## src/rtl/ns_pkg.sv

```systemverilog
package ns_pkg;
  localparam int BYTE_W     = 8;
  localparam int ELEC_COUNT = 6;
  localparam logic [BYTE_W-1:0] ACK_CODE = 8'hA5;

  typedef struct packed {
    logic       nop;
    logic       stim;
    logic [2:0] elec;
  } slot_t;

  typedef enum logic {PH_SELECT = 1'b0, PH_COMMAND = 1'b1} phase_t;

  // Command is legal when its electrode index names an existing electrode
  function automatic logic cmd_legal(input logic [BYTE_W-1:0] cmd);
    return int'(cmd[2:0]) < ELEC_COUNT;
  endfunction

  function automatic slot_t cmd_slot(input logic [BYTE_W-1:0] cmd);
    slot_t s;
    s.nop  = 1'b0;
    s.stim = cmd[7];
    s.elec = cmd[2:0];
    return s;
  endfunction

  function automatic slot_t idle_slot();
    slot_t s;
    s.nop  = 1'b1;
    s.stim = 1'b0;
    s.elec = 3'd0;
    return s;
  endfunction
endpackage

```

## src/rtl/ns_id_chain.sv

```systemverilog
module ns_id_chain #(
  parameter int ID_W = 8
) (
  input  logic            clk,
  input  logic            rst_n,
  input  logic            shift_en,
  input  logic            din,
  output logic            dout,
  output logic [ID_W-1:0] id
);
  always_ff @(posedge clk) begin
    if (!rst_n) begin
      id <= '0;
    end else if (shift_en) begin
      id <= {id[ID_W-2:0], din};
    end
  end

  assign dout = id[ID_W-1];
endmodule

```

## src/rtl/ns_byte_rx.sv

```systemverilog
module ns_byte_rx #(
  parameter int BYTE_W = 8
) (
  input  logic              clk,
  input  logic              rst_n,
  input  logic              shift_en,
  input  logic              din,
  output logic              byte_valid,
  output logic [BYTE_W-1:0] byte_data
);
  localparam int CNT_W = $clog2(BYTE_W);

  logic [CNT_W-1:0] bit_cnt;

  always_ff @(posedge clk) begin
    if (!rst_n) begin
      byte_data  <= '0;
      bit_cnt    <= '0;
      byte_valid <= 1'b0;
    end else if (shift_en) begin
      byte_data  <= {byte_data[BYTE_W-2:0], din};
      bit_cnt    <= (bit_cnt == CNT_W'(BYTE_W - 1)) ? '0 : bit_cnt + 1'b1;
      byte_valid <= (bit_cnt == CNT_W'(BYTE_W - 1));
    end else begin
      byte_valid <= 1'b0;
    end
  end
endmodule

```

## src/rtl/ns_ack_tx.sv

```systemverilog
module ns_ack_tx #(
  parameter int BYTE_W = 8
) (
  input  logic              clk,
  input  logic              rst_n,
  input  logic              load,
  input  logic [BYTE_W-1:0] data,
  output logic              busy,
  output logic              dout
);
  localparam int CNT_W = $clog2(BYTE_W);

  logic [BYTE_W-1:0] sr;
  logic [CNT_W-1:0]  cnt;

  always_ff @(posedge clk) begin
    if (!rst_n) begin
      sr   <= '0;
      cnt  <= '0;
      busy <= 1'b0;
    end else if (load) begin
      sr   <= data;
      cnt  <= '0;
      busy <= 1'b1;
    end else if (busy) begin
      sr <= {sr[BYTE_W-2:0], 1'b0};
      if (cnt == CNT_W'(BYTE_W - 1)) begin
        busy <= 1'b0;
      end else begin
        cnt <= cnt + 1'b1;
      end
    end
  end

  assign dout = busy & sr[BYTE_W-1];
endmodule

```

## src/rtl/ns_sched_fifo.sv

```systemverilog
module ns_sched_fifo #(
  parameter int DEPTH = 10,
  parameter int WIDTH = 5,
  localparam int PTR_W = (DEPTH > 1) ? $clog2(DEPTH) : 1,
  localparam int CNT_W = $clog2(DEPTH + 1)
) (
  input  logic             clk,
  input  logic             rst_n,
  input  logic             wr_en,
  input  logic [WIDTH-1:0] wr_data,
  input  logic             rd_en,
  output logic [WIDTH-1:0] rd_data,
  output logic [CNT_W-1:0] count,
  output logic             empty,
  output logic             full,
  output logic             ovf
);
  logic [WIDTH-1:0] mem [DEPTH];
  logic [PTR_W-1:0] wp, rp;
  logic             do_wr, do_rd;

  assign empty = (count == '0);
  assign full  = (count == CNT_W'(DEPTH));
  assign do_wr = wr_en & ~full;
  assign do_rd = rd_en & ~empty;

  function automatic logic [PTR_W-1:0] ptr_next(input logic [PTR_W-1:0] p);
    return (p == PTR_W'(DEPTH - 1)) ? '0 : p + 1'b1;
  endfunction

  always_ff @(posedge clk) begin
    if (do_wr) begin
      mem[wp] <= wr_data;
    end
  end

  always_ff @(posedge clk) begin
    if (!rst_n) begin
      wp    <= '0;
      rp    <= '0;
      count <= '0;
      ovf   <= 1'b0;
    end else begin
      if (do_wr) wp <= ptr_next(wp);
      if (do_rd) rp <= ptr_next(rp);
      case ({do_wr, do_rd})
        2'b10:   count <= count + 1'b1;
        2'b01:   count <= count - 1'b1;
        default: count <= count;
      endcase
      if (wr_en && full) ovf <= 1'b1;
    end
  end

  assign rd_data = empty ? '0 : mem[rp];
endmodule

```

## src/rtl/node_sched_rx.sv

```systemverilog
module node_sched_rx #(
  parameter int ID_W  = 8,
  parameter int DEPTH = 10,
  localparam int CNT_W = $clog2(DEPTH + 1)
) (
  input  logic             clk,
  input  logic             rst_n,
  input  logic             prog_din,
  input  logic             prog_shift,
  output logic             prog_dout,
  input  logic             addr_din,
  input  logic             addr_shift,
  output logic             ack_dout,
  output logic             ack_busy,
  input  logic             sched_rd,
  output logic [4:0]       sched_slot,
  output logic             sched_empty,
  output logic             sched_full,
  output logic [CNT_W-1:0] sched_count,
  output logic             sched_ovf
);
  import ns_pkg::*;

  logic [ID_W-1:0]   node_id;
  logic              byte_valid;
  logic [BYTE_W-1:0] rx_byte;
  phase_t            phase;
  logic              sel_hit;
  logic              id_match;
  logic              ack_load;
  logic              wr_evt;
  slot_t             wr_slot;

  ns_id_chain #(.ID_W(ID_W)) u_chain (
    .clk(clk), .rst_n(rst_n), .shift_en(prog_shift),
    .din(prog_din), .dout(prog_dout), .id(node_id)
  );

  ns_byte_rx #(.BYTE_W(BYTE_W)) u_rx (
    .clk(clk), .rst_n(rst_n), .shift_en(addr_shift),
    .din(addr_din), .byte_valid(byte_valid), .byte_data(rx_byte)
  );

  assign id_match = (rx_byte == BYTE_W'(node_id));

  // Packet decoder: select byte then command byte
  always_comb begin
    ack_load = 1'b0;
    wr_evt   = 1'b0;
    wr_slot  = idle_slot();
    if (byte_valid) begin
      if (phase == PH_SELECT) begin
        ack_load = id_match;
      end else begin
        wr_evt = 1'b1;
        if (sel_hit && cmd_legal(rx_byte)) begin
          wr_slot  = cmd_slot(rx_byte);
          ack_load = 1'b1;
        end
      end
    end
  end

  always_ff @(posedge clk) begin
    if (!rst_n) begin
      phase   <= PH_SELECT;
      sel_hit <= 1'b0;
    end else if (byte_valid) begin
      if (phase == PH_SELECT) begin
        phase   <= PH_COMMAND;
        sel_hit <= id_match;
      end else begin
        phase   <= PH_SELECT;
        sel_hit <= 1'b0;
      end
    end
  end

  ns_ack_tx #(.BYTE_W(BYTE_W)) u_ack (
    .clk(clk), .rst_n(rst_n), .load(ack_load), .data(ACK_CODE),
    .busy(ack_busy), .dout(ack_dout)
  );

  ns_sched_fifo #(.DEPTH(DEPTH), .WIDTH($bits(slot_t))) u_fifo (
    .clk(clk), .rst_n(rst_n), .wr_en(wr_evt), .wr_data(wr_slot),
    .rd_en(sched_rd), .rd_data(sched_slot), .count(sched_count),
    .empty(sched_empty), .full(sched_full), .ovf(sched_ovf)
  );
endmodule

```

## config.mk

```make
export PLATFORM = sky130hd
export DESIGN_NAME = node_sched_rx
export DESIGN_NICKNAME = d
export VERILOG_FILES = /design/src/rtl/ns_pkg.sv /design/src/rtl/ns_id_chain.sv /design/src/rtl/ns_byte_rx.sv /design/src/rtl/ns_ack_tx.sv /design/src/rtl/ns_sched_fifo.sv /design/src/rtl/node_sched_rx.sv
export SDC_FILE = /design/constraint.sdc
export NUM_CORES = 1
export LEC_CHECK = 0
export ABC_AREA = 1
export CORE_UTILIZATION = 40
export DETAILED_ROUTE_END_ITERATION = 6
export PLACE_DENSITY = 0.61
export REMOVE_ABC_BUFFERS = 1
export SKIP_CTS_REPAIR_TIMING = 1
export SLEW_MARGIN = 15
export SYNTH_ARGS = -nofsm -noshare
export SYNTH_HDL_FRONTEND = slang
export SYNTH_HIERARCHICAL = 1
export SYNTH_SLANG_ARGS = --single-unit
```

## constraint.sdc

```tcl
create_clock -name clk -period 4.8 [get_ports clk]
set_input_delay 1.2 -clock clk [delete_from_list [all_inputs] [get_ports clk]]
set_output_delay 1.2 -clock clk [all_outputs]
set_load 0.005 [all_outputs]
```

Word-level counts from Yosys, hierarchy flattened. Memory sizes are Yosys's and may differ from the RTL's. A register that Yosys moved wholly into a read port is not among the register bits. Index checks and enable logic that the tools add are counted.

Bits of input ports: 7. Memories: 1. Output and inout port bits: 15. Register bits: 47. RAM bits: 50.

Order comparisons: 1. Mux-type cells: 24. Bitwise operators: 7. $add $sub $neg: 6. Reduce and logical (&&, ||, !) cells: 8. Eq/ne operators: 8.

Memories: u_fifo.mem (depth 10, width 5, rd ports 1, clocked after memory_dff 1, write ports 1, RTL line ns_sched_fifo.sv:18) `logic [WIDTH-1:0] mem [DEPTH];`.

Operators with widths (count): $mux 5 (4); $mux 4 (4); $mux 8 (2); $add 4x1->4 const B (3); $eq 4x4->1 const B (3); $mux 1 (12); $eq 8x8->1 (1); $pmux 4 s2 (1); $add 3x1->3 const B (2); $eq 3x3->1 const B (2); $logic_not 4->1 (1); $not 1->1 (4); $reduce_and 2->1 (2); $reduce_bool 2->1 (2); $sub 4x1->4 const B (1); $and 1x1->1 (3); $lt 3x3->1 const B (1); $mux 3 (1); $eq 2x1->1 const B (1); $eq 2x2->1 const B (1); $logic_and 1x1->1 (2); $reduce_or 2->1 (1).

Depth between registers and ports, before layout.
Depth in word-level cells: 6. Mapped depth: 13. Depth with buffers taken out: 13.

Cells and area by module. The synthesis kept the hierarchy.

By module, submodules not included: ns_sched_fifo (area an instance 2962.8 um^2, cells an instance 284, times used 1); ns_ack_tx (area an instance 623.1 um^2, cells an instance 82, times used 1); ns_byte_rx (area an instance 467.9 um^2, cells an instance 55, times used 1); ns_id_chain (area an instance 364.1 um^2, cells an instance 52, times used 1); node_sched_rx (area an instance 275.3 um^2, cells an instance 58, times used 1).

Least setup slack after synthesis. No wires, ideal clock.

Kind: in2reg. Start: input port sched_rd. End: register u_fifo.count[2]. Arrival time: 2.318 ns. Cell stages on the path: 10. Slack: 2.367 ns. Data required time: 4.685 ns. Cell sequence: nand2_4 > inv_2 > ha_1 > nor2_1 > nor2_4 > ha_1 > a21oi_1 > xnor2_1 > o21ai_0 > inv_1.

Longest elaborated chain between the ends: 3. Elaborated cells on any way between the ends: 5.

RTL lines: from (decl) (RTL line node_sched_rx.sv:15) `input logic sched_rd,`; $and 1x1->1 (*) (RTL line ns_sched_fifo.sv:25) `assign do_rd = rd_en & ~empty;`; $eq 2x1->1 or $eq 2x2->1 (tied branches) (RTL line ns_sched_fifo.sv:46) `case ({do_wr, do_rd})`; $pmux 4 s2 or $reduce_bool 2->1 (tied branches); to (signal assigned) (RTL line ns_sched_fifo.sv:47) `2'b10: count <= count + 1'b1;`; to (signal assigned) (RTL line ns_sched_fifo.sv:48) `2'b01: count <= count - 1'b1;`; to (signal assigned) (RTL line ns_sched_fifo.sv:49) `default: count <= count;`; to (decl) (RTL line ns_sched_fifo.sv:13) `output logic [CNT_W-1:0] count,`.

Mark *: on every way between the ends. The rest lies on a longest branch, timed or not. A chain may end at the register's enable or synchronous reset.

==> results.ini <==
[clock_network]
cts_tree=built
htree_levels=3
clock_sinks=101
clk-insertion-delay-late_ns=0.33
tritoncts.num_buffers=9
clock_tree.buffer_depth=2
clk_root_buffer_cell=clkbuf_16
cts_clock_pin_slew_for_the_worst_setup_and_hold_paths_ns=0.06

[sta]
final.period_utilization_pct=70.1
clock_skew_ns=0.00920
maxSlewHeadroom_pct=22.4
setup_repair_after_global_routing_missed_its_margin=false
hold_ws_ns=0.485
f_max_ghz=0.297
maxSlewViolCount=0
totalNegativeSetupSlack_ns=0
finalHoldViolCount=0
actual_slew_at_the_worst_max_slew_pin_ns=1.16
timing.final.ws_setup_ns=1.43
final_period_demand_of_the_worst_path_ns=3.37
final-setup-viol-count=0

[route]
routedLengthMet1_mm=4.36
routed_wl_mm=8.99
dr.pass1.iters=4
first_iter_violations=197
highest_layer=met4
route.detailed.wl_per_inst_um=12.8
number_of_vias_in_the_routed_layout=3303
drt_drc_violations_left=0
detail-route-antenna-nets=0
wl_met2_mm=4.31
avgViaCountPerCell=4.72
wl_met3_um=234

[yosys]
post_synth.cell_area_avg_sq_um=8.84
total_of_flip_flops_plus_latches_after_synthesis=101
synth_edf_count=50
synth_cells=531
syn_area_sq_mm=0.00469
async_reset_ff_share_pct=0
synth.lib_cells_used.distinct=34
ys.warnings.count=6
postSynth.topFlopCell=dfxtp_1
synth_seq_area_share_pct=53.7

[finish]
final_nets=566
flow.area_growth_from_synthesis_pct=11.0
postLayoutCoreUtil_pct=45.6
antennaDiodeCount=0
final_design_area_no_fill_sq_mm=0.00521
most-common-layout-cells=nand2_1 (103), inv_1 (80), nor2_1 (71)
layout_commonest_cell=nand2_1
final-instance-count-excl-fill=700
layout-drive-gt1-share_pct=9.34

[critical_path]
worstSetupStartpointType=register
critical_path.max_fanout=16
r2r.worst_path.cells=8
worstSetupEndpointType=output pin
criticalPathCategory=reg2out
cp.arrival_ns=2.17
worst-endpoint-required_ns=3.60

[placed_design]
detailed_place.area_sq_mm=0.00495
port_buffers=21
placed_cells_incl_taps=684
preCtsSetupSlack_ns=1.77
finalWeightedCongestion=0.802
hpwlAfterDp_mm=6.15

[global_route]
vias_in_the_first_global_route=3144
grt_first_pass_wirelength_mm=14.9
pin_count_of_the_biggest_net_entering_global_routing=51
grt-ovfl-total=0
grt_antenna_before_repair=0
grt_use_total_pct=15.9

[power_and_ir_drop]
power_mw=2.19
p_leak_nw=2.14
max-vdd-ir-drop_uv=218
power_density_mw_per_mm2=421

[worst_hold_path]
min-delay-path-class=reg2reg
min_delay_path_depth=2

[outcome]
outcome=completed

[die]
floorplan.die_area_sq_mm=0.0122
die_width_um=110
ios=22
design.core.area_sq_mm=0.0114
rows=39
initial_core_util_pct=41.1
fp.dieH_um=110

[flow_run]
max_cap_viol_count=0

-- cells in the mapped netlist (2+ instances only) --
master    instances  area (sq um)
a21oi_1          29           145
a21oi_2           3          26.3
buf_2             5          25.0
buf_4             2          15.0
buf_6             8          90.1
buf_8             2          30.0
clkbuf_2          2          10.0
conb_1            2          7.51
dfxtp_1          51          1020
edfxtp_1         50          1500
ha_1              7          87.6
inv_1            80           300
inv_2             7          26.3
nand2_1         103           387
nand2_2           2          12.5
nand2_4           4          45.0
nand3_1          25           125
nand3_2          10           100
nor2_1           71           267
nor2_2            2          12.5
nor2_4            5          56.3
o211ai_1         16           120
o21ai_0          25           125
o21ai_1           7          35.0
xnor2_1           3          26.3
xor2_1            2          17.5
-- registers in the layout, indices dropped and copies added (netlist names), 3 cells and up, named ones only --
signal	count
u_fifo/rp	4
u_rx/byte_data	8
u_rx/bit_cnt	3
u_chain/id	8
u_fifo/count	4
u_ack/cnt	3
u_fifo/wp	4
u_ack/sr	8
u_fifo/mem	50
-- power by group --
part	internal, mW	leakage [nW]	switching (mW)
registers	0.934	0.962	0.0534
logic	0.243	1.06	0.315
clock network	0.346	0.123	0.302
-- cells by family (layout without fill, tap and decap cells) --
group | count (synthesis) | after routing | share of synthesized area, %
other | 2 | 8 | 0.160
buffers and inverters | 109 | 129 | 11.0
AND/OR/NAND/NOR | 225 | 225 | 22.2
XOR/XNOR | 5 | 5 | 0.933
AO/OA/AOI/OAI | 82 | 82 | 10.1
flip-flops | 101 | 101 | 53.7
adder cells (fa/ha/maj) | 7 | 7 | 1.87
-- path summary, 6_finish.rpt --
| kind | from | endpoint | slack, ns |
|---|---|---|---|
| setup / recovery | register | sched_slot[4] | 1.43 |
| hold / removal | u_fifo/ovf$_SDFFE_PN0P_ | u_fifo/ovf$_SDFFE_PN0P_ | 0.48 |
| setup reg to reg | u_rx/byte_data[1]$_SDFFE_PN0P_ | u_ack/sr[5]$_SDFFE_PN0P_ | 2.50 |
| hold reg to reg | u_fifo/ovf$_SDFFE_PN0P_ | u_fifo/ovf$_SDFFE_PN0P_ | 0.48 |
-- metal layers --
metal	vias up	track usage, %
li1	1725	-
met3	8	3.70
met2	41	27.0
met5	-	0
met1	1529	20.5
met4	0	3.76
-- worst max-delay path, stage by stage (launching register included) --
cell and delay (ns):
dfxtp_1 0.71, inv_1 0.22, o211ai_1 0.16, nand3_1 0.13, nand2_1 0.09, a21oi_1 0.07
clkdlybuf4s50_1 0.44
-- layout make-up --
| class | instances | area [sq um] |
|---|---|---|
| clock inverters | 6 | 28.8 |
| clock buffers | 10 | 229 |
| inverters | 90 | 345 |
| multi-input cells | 327 | 1680 |
| fillers | 1117 | 6210 |
| repair buffers | 23 | 225 |
| well taps | 143 | 179 |
| flip-flops and latches | 101 | 2520 |
Note: power is estimated with default switching activity, not from simulation.
